$ cat config.mk
export PLATFORM = sky130hd
export DESIGN_NAME = dscp_prio_map
export DESIGN_NICKNAME = d
export VERILOG_FILES = /design/src/rtl/dpm_pkg.sv /design/src/rtl/dpm_table.sv /design/src/rtl/dpm_access.sv /design/src/rtl/dpm_lookup.sv /design/src/rtl/dscp_prio_map.sv
export SDC_FILE = /design/constraint.sdc
export NUM_CORES = 1
export LEC_CHECK = 0
export ABC_AREA = 1
export CORE_UTILIZATION = 40
export DETAILED_ROUTE_END_ITERATION = 6
export PLACE_DENSITY = 0.65
export SETUP_SLACK_MARGIN = 0.5
export SLEW_MARGIN = 10
export SYNTH_ARGS = -nofsm -noshare
export SYNTH_HDL_FRONTEND = slang
export SYNTH_SLANG_ARGS = --single-unit
export TNS_END_PERCENT = 5
$ cat constraint.sdc
create_clock -name clk -period 2 [get_ports clk]
set_clock_uncertainty 0.05 [all_clocks]
set_input_delay 0.5 -clock clk [delete_from_list [all_inputs] [get_ports clk]]
set_output_delay 0.5 -clock clk [all_outputs]
set_load 0.01 [all_outputs]
$ cat src/rtl/dpm_pkg.sv
package dpm_pkg;
    localparam int PTR_W   = 6;
    localparam int PRI_W   = 3;
    localparam int REG_W   = 16;
    localparam int N_ENT   = 1 << PTR_W;
    localparam int UPD_BIT = 15;
    localparam int PTR_LSB = 9;
    localparam int YEL_BIT = 8;
    localparam int DQ_BIT  = 7;
    localparam int Q_LSB   = 4;
    localparam int DF_BIT  = 3;
    localparam int F_LSB   = 0;

    typedef struct packed {
        logic             yellow;
        logic             dis_q;
        logic [PRI_W-1:0] qpri;
        logic             dis_f;
        logic [PRI_W-1:0] fpri;
    } ent_t;

    localparam int ENT_W = $bits(ent_t);

    localparam ent_t RST_ENT = '{yellow: 1'b0, dis_q: 1'b1, qpri: '0,
                                 dis_f: 1'b1, fpri: '0};

    typedef enum logic [1:0] {
        ACC_IDLE = 2'd0,
        ACC_PTR  = 2'd1,
        ACC_RESP = 2'd2
    } acc_st_t;

    function automatic ent_t word_to_ent(input logic [REG_W-1:0] w);
        ent_t e;
        e.yellow = w[YEL_BIT];
        e.dis_q  = w[DQ_BIT];
        e.qpri   = w[Q_LSB +: PRI_W];
        e.dis_f  = w[DF_BIT];
        e.fpri   = w[F_LSB +: PRI_W];
        return e;
    endfunction

    function automatic logic [REG_W-1:0] ent_to_word(input logic [PTR_W-1:0] p,
                                                     input ent_t e);
        logic [REG_W-1:0] w;
        w = '0;
        w[PTR_LSB +: PTR_W] = p;
        w[YEL_BIT]          = e.yellow;
        w[DQ_BIT]           = e.dis_q;
        w[Q_LSB +: PRI_W]   = e.qpri;
        w[DF_BIT]           = e.dis_f;
        w[F_LSB +: PRI_W]   = e.fpri;
        return w;
    endfunction
endpackage

$ cat src/rtl/dpm_table.sv
module dpm_table
    import dpm_pkg::*;
#(
    parameter int AW = PTR_W
) (
    input  logic          clk,
    input  logic          rst_n,
    input  logic          we,
    input  logic [AW-1:0] waddr,
    input  ent_t          wdata,
    input  logic [AW-1:0] raddr_a,
    output ent_t          rdata_a,
    input  logic [AW-1:0] raddr_b,
    output ent_t          rdata_b
);
    localparam int DEPTH = 1 << AW;

    ent_t mem [DEPTH];

    always_ff @(posedge clk) begin
        for (int i = 0; i < DEPTH; i++) begin
            if (!rst_n) begin
                mem[i] <= RST_ENT;
            end else if (we && (waddr == AW'(i))) begin
                mem[i] <= wdata;
            end
        end
    end

    assign rdata_a = mem[raddr_a];
    assign rdata_b = mem[raddr_b];


    ent_write_lands_chk: assert property (@(posedge clk) disable iff (!rst_n)
        we |=> (mem[$past(waddr)] == $past(wdata)));
endmodule

$ cat src/rtl/dpm_access.sv
module dpm_access
    import dpm_pkg::*;
(
    input  logic             clk,
    input  logic             rst_n,
    input  logic             wr,
    input  logic             rd,
    input  logic [REG_W-1:0] wdata,
    output logic             tbl_we,
    output logic [PTR_W-1:0] tbl_waddr,
    output ent_t             tbl_wdata,
    output logic [PTR_W-1:0] tbl_raddr,
    input  ent_t             tbl_rdata,
    output logic [REG_W-1:0] rdata,
    output logic             rvalid
);
    acc_st_t          state_q, state_d;
    logic [PTR_W-1:0] ptr_q;
    logic             is_commit;
    logic             is_ptr_load;
    logic             is_read;

    assign is_commit   = wr && wdata[UPD_BIT];
    assign is_ptr_load = wr && !wdata[UPD_BIT];
    assign is_read     = rd && !wr;

    always_comb begin
        state_d = state_q;
        unique case (state_q)
            ACC_IDLE, ACC_PTR: begin
                if (is_commit)        state_d = ACC_IDLE;
                else if (is_ptr_load) state_d = ACC_PTR;
                else if (is_read)     state_d = ACC_RESP;
            end
            ACC_RESP: begin
                if (is_commit)        state_d = ACC_IDLE;
                else if (is_ptr_load) state_d = ACC_PTR;
                else if (is_read)     state_d = ACC_RESP;
                else                  state_d = ACC_PTR;
            end
            default: state_d = ACC_IDLE;
        endcase
    end

    always_ff @(posedge clk) begin
        if (!rst_n) state_q <= ACC_IDLE;
        else        state_q <= state_d;
    end

    always_ff @(posedge clk) begin
        if (!rst_n) begin
            ptr_q <= '0;
            rdata <= '0;
        end else begin
            if (wr) ptr_q <= wdata[PTR_LSB +: PTR_W];
            if (is_read) rdata <= ent_to_word(ptr_q, tbl_rdata);
        end
    end

    assign rvalid    = (state_q == ACC_RESP);
    assign tbl_we    = is_commit;
    assign tbl_waddr = wdata[PTR_LSB +: PTR_W];
    assign tbl_wdata = word_to_ent(wdata);
    assign tbl_raddr = ptr_q;


    ptr_follows_write_chk: assert property (@(posedge clk) disable iff (!rst_n)
        wr |=> (ptr_q == $past(wdata[PTR_LSB +: PTR_W])));

    read_answers_chk: assert property (@(posedge clk) disable iff (!rst_n)
        (rd && !wr) |=> rvalid);

    write_wins_chk: assert property (@(posedge clk) disable iff (!rst_n)
        wr |=> !rvalid);
endmodule

$ cat src/rtl/dpm_lookup.sv
module dpm_lookup
    import dpm_pkg::*;
(
    input  logic             clk,
    input  logic             rst_n,
    input  logic             req,
    input  ent_t             ent,
    input  logic [PRI_W-1:0] dflt_q,
    input  logic [PRI_W-1:0] dflt_f,
    output logic             ack,
    output logic [PRI_W-1:0] qpri,
    output logic [PRI_W-1:0] fpri,
    output logic             yellow,
    output logic             q_hit,
    output logic             f_hit
);
    always_ff @(posedge clk) begin
        if (!rst_n) begin
            ack    <= 1'b0;
            qpri   <= '0;
            fpri   <= '0;
            yellow <= 1'b0;
            q_hit  <= 1'b0;
            f_hit  <= 1'b0;
        end else begin
            ack <= req;
            if (req) begin
                qpri   <= ent.dis_q ? dflt_q : ent.qpri;
                fpri   <= ent.dis_f ? dflt_f : ent.fpri;
                yellow <= ent.yellow;
                q_hit  <= !ent.dis_q;
                f_hit  <= !ent.dis_f;
            end
        end
    end


    lookup_ack_chk: assert property (@(posedge clk) disable iff (!rst_n)
        req |=> ack);

    q_fallback_chk: assert property (@(posedge clk) disable iff (!rst_n)
        (ack && !q_hit) |-> (qpri == $past(dflt_q)));

    f_fallback_chk: assert property (@(posedge clk) disable iff (!rst_n)
        (ack && !f_hit) |-> (fpri == $past(dflt_f)));
endmodule

$ cat src/rtl/dscp_prio_map.sv
module dscp_prio_map
    import dpm_pkg::*;
(
    input  logic        clk,
    input  logic        rst_n,
    input  logic        acc_wr,
    input  logic        acc_rd,
    input  logic [15:0] acc_wdata,
    output logic [15:0] acc_rdata,
    output logic        acc_rvalid,
    input  logic        lk_req,
    input  logic [5:0]  lk_dscp,
    input  logic [2:0]  lk_dflt_q,
    input  logic [2:0]  lk_dflt_f,
    output logic        lk_ack,
    output logic [2:0]  lk_qpri,
    output logic [2:0]  lk_fpri,
    output logic        lk_yellow,
    output logic        lk_q_hit,
    output logic        lk_f_hit
);
    logic             t_we;
    logic [PTR_W-1:0] t_waddr;
    ent_t             t_wdata;
    logic [PTR_W-1:0] t_raddr;
    ent_t             t_rdata_acc;
    ent_t             t_rdata_lk;

    dpm_table #(.AW(PTR_W)) u_table (
        .clk     (clk),
        .rst_n   (rst_n),
        .we      (t_we),
        .waddr   (t_waddr),
        .wdata   (t_wdata),
        .raddr_a (t_raddr),
        .rdata_a (t_rdata_acc),
        .raddr_b (lk_dscp),
        .rdata_b (t_rdata_lk)
    );

    dpm_access u_access (
        .clk       (clk),
        .rst_n     (rst_n),
        .wr        (acc_wr),
        .rd        (acc_rd),
        .wdata     (acc_wdata),
        .tbl_we    (t_we),
        .tbl_waddr (t_waddr),
        .tbl_wdata (t_wdata),
        .tbl_raddr (t_raddr),
        .tbl_rdata (t_rdata_acc),
        .rdata     (acc_rdata),
        .rvalid    (acc_rvalid)
    );

    dpm_lookup u_lookup (
        .clk    (clk),
        .rst_n  (rst_n),
        .req    (lk_req),
        .ent    (t_rdata_lk),
        .dflt_q (lk_dflt_q),
        .dflt_f (lk_dflt_f),
        .ack    (lk_ack),
        .qpri   (lk_qpri),
        .fpri   (lk_fpri),
        .yellow (lk_yellow),
        .q_hit  (lk_q_hit),
        .f_hit  (lk_f_hit)
    );
endmodule

## Word level (Yosys, flattened, before mapping)

Memories as Yosys holds them, arrays and structs flattened. A register that Yosys moved wholly into a read port is not among the register bits.
Cells that the tools add are included.

| operators by class | value |
|---|---|
| eq/ne operators | 66 |
| muxes and demuxes | 266 |
| bitwise operators | 64 |
| reductions and logical operators | 75 |

Operators with widths:

| kind | number |
|---|---|
| 9-bit two-way mux | 64 |
| 1-bit two-way mux | 193 |
| 6-bit equality test, second input constant | 32 |
| 6-bit by 5-bit equality test with 1-bit output, second input constant | 16 |
| 1-bit logical AND | 67 |
| 1-bit bitwise OR | 64 |
| 6-bit by 4-bit equality test with 1-bit output, second input constant | 8 |
| 6-bit by 3-bit equality test with 1-bit output, second input constant | 4 |
| 6-bit by 2-bit equality test with 1-bit output, second input constant | 2 |
| 2-bit two-way mux | 6 |
| 6-bit by 1-bit equality test with 1-bit output, second input constant | 1 |
| 6-bit logical NOT | 1 |
| 3-bit two-way mux | 2 |
| 1-bit logical NOT | 5 |
| 4-bit by 2-bit != test with 1-bit output, second input constant | 1 |
| 2-bit one-hot mux with 2 select lines | 1 |
| 2-bit by 1-bit equality test with 1-bit output, second input constant | 1 |
| 2-bit equality test, second input constant | 1 |
| 2-bit logical NOT | 1 |
| 2-bit OR reduction | 1 |

| word-level totals | value |
|---|---|
| register bits after elaboration | 33 |
| bits in writable memories | 576 |
| input port bits | 33 |
| output and inout port bits | 27 |
| memories | 1 |

Memory list:

| name | depth | width | read ports | clocked after memory_dff | wr ports | RTL line | source |
|---|---|---|---|---|---|---|---|
| u_table.mem | 64 | 9 | 2 | 1 | 64 | dpm_table.sv:18 | `ent_t mem [DEPTH];` |

## Depth between registers and ports, before layout

| logic depth | value |
|---|---|
| depth after elaboration | 6 |
| mapped depth | 16 |
| mapped depth without buffers | 13 |

## By module

From an unflattened synthesis, not the netlist that was laid out.

| second synthesis, totals | value |
|---|---|
| cell total of the unflattened synthesis | 4,390 |
| area, all modules | 33,901.3 sq um |

Modules (own cells, without submodules):

| module | instances | cells each | area each (sq um) |
|---|---|---|---|
| dpm_table | 1 | 4,195 | 32,443.6 |
| dpm_access | 1 | 126 | 987.2 |
| dpm_lookup | 1 | 69 | 470.5 |

## Least setup slack after synthesis

OpenSTA, ideal clock, no wires.

| path | value |
|---|---|
| path kind | in2reg |
| from | input port rst_n |
| to | memory u_table.mem[10][0] (netlist bit), enable pin |
| library setup time | 309 ps |
| arrival | 1,486 ps |
| data required time | 1,641 ps |
| path slack | 154 ps |
| stages on the path | 4 |
| path through | clkbuf_1 > clkbuf_1 > clkbuf_1 > nand2_1 |

RTL lines:

| item | RTL line | source |
|---|---|---|
| from (decl) | dscp_prio_map.sv:5 | `input logic rst_n,` |
| to (decl) | dpm_table.sv:18 |  |

==> flow_summary_export.csv <==
group,metric,value,unit
outcome,status,"finished with violations",
outcome,violations,"setup timing",
floorplan,row_count,105,
grt,grt_max_degree,81,
clocking,cts_made_buffers,68,
cells_and_area,fill_cells,7279,
grt,antenna_found_initial,0,
clocking,htree_levels,3,
timing,timing.final.ws_setup,-0.152,ns
grt,globalRouteTotalUtil,0.287,
setup_path,r2r_cells,15,
worst_hold_path,hp-class,"in2reg",
setup_path,timing.rr.start,"u_access.tbl_raddr[0]",
synthesis,synth-seq-cells,609,
setup_path,path_class,"reg2reg",
setup_path,cp.required,2.47,ns
timing,worst-slew-pin-transition,0.819,ns
timing,max_freq,465,MHz
timing,setup_tns,-1.02,ns
timing,setup_violations,9,
pwr,ir_worst_vdd,583,µV
cells_and_area,drive_gt1_frac,0.251,
detailed_routing,drt-initial-drc-count,4836,
setup_path,cp_max_fo,6,
place,dpl.hpwl,82700,µm
floorplan,die-width,291,µm
synthesis,synth_area_leaders,"edfxtp_1 (52%), nand2_1 (13%), nor2_1 (9.5%)",
setup_path,critPathCaptureType,"flop",
clocking,clk_latency,0.63,ns
timing,slew_headroom,0.453,
setup_path,r2r-end,"u_access.rdata[6]",
synthesis,synthDominantCellAreaShare,0.518,
clocking,root_buffer,"clkbuf_16",
place,port_buffers,58,
clocking,clkTransAtPathRegs,0.06,ns
synthesis,synth_fp_nets,4191,
clocking,clock_path_buffers,3,
synthesis,synth_edf_count,576,
floorplan,fp.dieArea,0.0846,mm²
floorplan,initial_core_util,0.406,
pwr,finalPower,0.0341,W
timing,timing.final.crit_share,1.08,
grt,grt_pass1_vias,29700,
setup_path,arrival,2.62,ns
detailed_routing,firstDrtPassIters,6,
detailed_routing,wire_per_inst,23.9,µm
place,place_ws,-0.628,ns
cells_and_area,antennaDiodeCount,0,
timing,layout_min_cycle_time,2.15,ns
setup_path,r2r_setup_slack,-0.15,ns
cells_and_area,syn_to_final_growth,30.3,%
detailed_routing,vias_per_cell,5.97,
synthesis,yosysTopAreaCell,"edfxtp_1",
worst_hold_path,hp-start,"acc_wdata[15]",
floorplan,io_pins,60,
synthesis,synthFlopType,"edfxtp_1",
timing,rsz0062_at_grt,"true",
detailed_routing,routed_wl,131000,µm
worst_hold_path,min_path_cells,4,
synthesis,yosys_warnings,0,
cells_and_area,final_nets,4380,
synthesis,synthArstFlopShare,0,
grt,overflow,0,
floorplan,coreArea,0.0822,mm²
detailed_routing,num_vias,32700,
place,gp_congestion,1.01,
timing,slew_violations,0,
clocking,clock-sinks,609,
synthesis,syn_area_per_cell,8.02,µm²
pwr,power.density,784,mW/mm²
flow_run,drv_cap,0,
setup_path,cp-start-kind,"flop",
synthesis,yosysSeqAreaShare,0.538,
synthesis,synthCells,4158,
worst_hold_path,hold_end,"u_access.state_q[0]",
grt,grt_pass1_wl,185000,µm
synthesis,synth_area,0.0334,mm²
clocking,cts_tree,"done",
floorplan,die_y,291,µm
detailed_routing,final_antenna_net_count,0,
detailed_routing,drcViolationCount,0,
synthesis,synth.distinct_cells,26,
pwr,leakage,17.0,nW
timing,finalHoldViolations,0,
## kinds of logic after synthesis
kind of cell,synth area share
AND/OR/NAND/NOR,0.314
flip-flops,0.538
AO/OA/AOI/OAI,0.0871
buffers and inverters,0.0605
other,0.000112
## worst max-delay path: stages (launching register included)
cell	delay [ns]
dfxtp_4	0.37
buf_6	0.13
buf_12	0.12
buf_16	0.14
buf_12	0.13
o21ai_4	0.13
o22ai_2	0.09
nand2_1	0.08
nand2_2	0.07
nand2_1	0.08
o211ai_1	0.17
buf_4	0.22
nand2_2	0.07
nand2_2	0.05
o21ai_1	0.11
inv_1	0.05
## where the power goes
group / leakage [nW] / internal, W / switching, W
clock: 1.08 / 0.00743 / 0.00540
sequential: 5.83 / 0.0146 / 0.000464
combinational: 10.1 / 0.00229 / 0.00390
total: 17.0 / 0.0243 / 0.00976
## area by class of cell
class,count,area [µm²],area share
well taps,1070,1340,0.0308
repair inverters,2,20.0,0.000460
repair buffers,437,6030,0.139
flip-flops and latches,609,18000,0.414
clock buffers,86,1830,0.0422
multi-input cells,3111,15300,0.352
inverters,118,533,0.0123
clock inverters,38,390,0.00898
## flip-flops by register name, indices dropped and copies added (netlist names)
name and count:
u_access.rdata 15, u_lookup.fpri 3, u_lookup.ack 1, u_lookup.f_hit 1, u_lookup.qpri 3, u_lookup.yellow 1
u_lookup.q_hit 1, u_table.mem 576, u_access.tbl_raddr 6, u_access.state_q 2
## synthesized netlist by cell type, types with 2 or more instances
master	number
nand2_1	1149
nor2_1	840
edfxtp_1	576
nand3_1	541
o21ai_0	316
o22ai_1	159
clkbuf_1	144
buf_2	87
inv_2	60
inv_1	54
buf_1	38
buf_4	37
nor2_2	35
dfxtp_1	33
a21oi_1	31
o21ai_1	29
buf_6	14
clkinv_1	3
a211oi_1	2
nor3_4	2
nor4_4	2
o211ai_1	2
## how the worst max path moves through the flow
stage | from | endpoint | cells past startpoint
after floorplan | lk_dscp[0] | u_lookup.yellow | 14
after detailed placement | acc_wdata[9] | u_table.mem[46][8] | 9
final | u_access.tbl_raddr[0] | u_access.rdata[6] | 15
after global placement | acc_wdata[10] | u_table.mem[13][1] | 9
after CTS | u_access.tbl_raddr[0] | u_access.rdata[4] | 13
after global routing | u_access.tbl_raddr[0] | u_access.rdata[7] | 13
## layer usage
metal,part of all wire,global-route usage,wire length [µm],vias to the layer above
li1,-,-,-,14400
met1,0.39,0.392,50400,15600
met2,0.45,0.449,59100,2311
met3,0.12,0.0495,15400,357
met4,0.043,0.126,5600,0
met5,0,0,0,-
## timing repair
item,CTS,global route
pin swaps,56,119
setup buffers,13,41
setup endpoints to repair,1199,1096
gates resized for setup,368,449
cloned,12,16
hold buffers,0,0
## layout by cell type, fill, tap and decap left out, drive strengths merged
master	Yosys	routed
dlygate4sd2	0	1
o211ai	2	2
nor4	2	2
bufbuf	0	2
nor3	2	2
edfxtp	576	576
clkdlybuf4s15	0	4
a211oi	2	2
dfxtp	33	33
bufinv	0	7
o22ai	159	159
a21oi	31	31
nor2	875	875
conb	1	1
clkbuf	144	101
nand2	1150	1151
inv	115	117
clkdlybuf4s50	0	19
nand3	541	541
clkinvlp	0	4
o21ai	345	345
clkinv	3	30
buf	177	396
## metrics by stage
step | cell area, µm² | instances | hold WS (ns) | util
2_1_floorplan | 33700 | 4158 | 0.424 | -
3_3_place_gp | 37800 | 5265 | 0.405 | 0.459
3_5_place_dp | 37800 | 5265 | 0.411 | 0.459
4_1_cts | 41100 | 5414 | 0.161 | 0.500
5_1_grt | 43500 | 5471 | 0.172 | 0.529
6_report | 43500 | 5471 | 0.154 | 0.529
No activity file was read; power rests on OpenSTA's default activity.
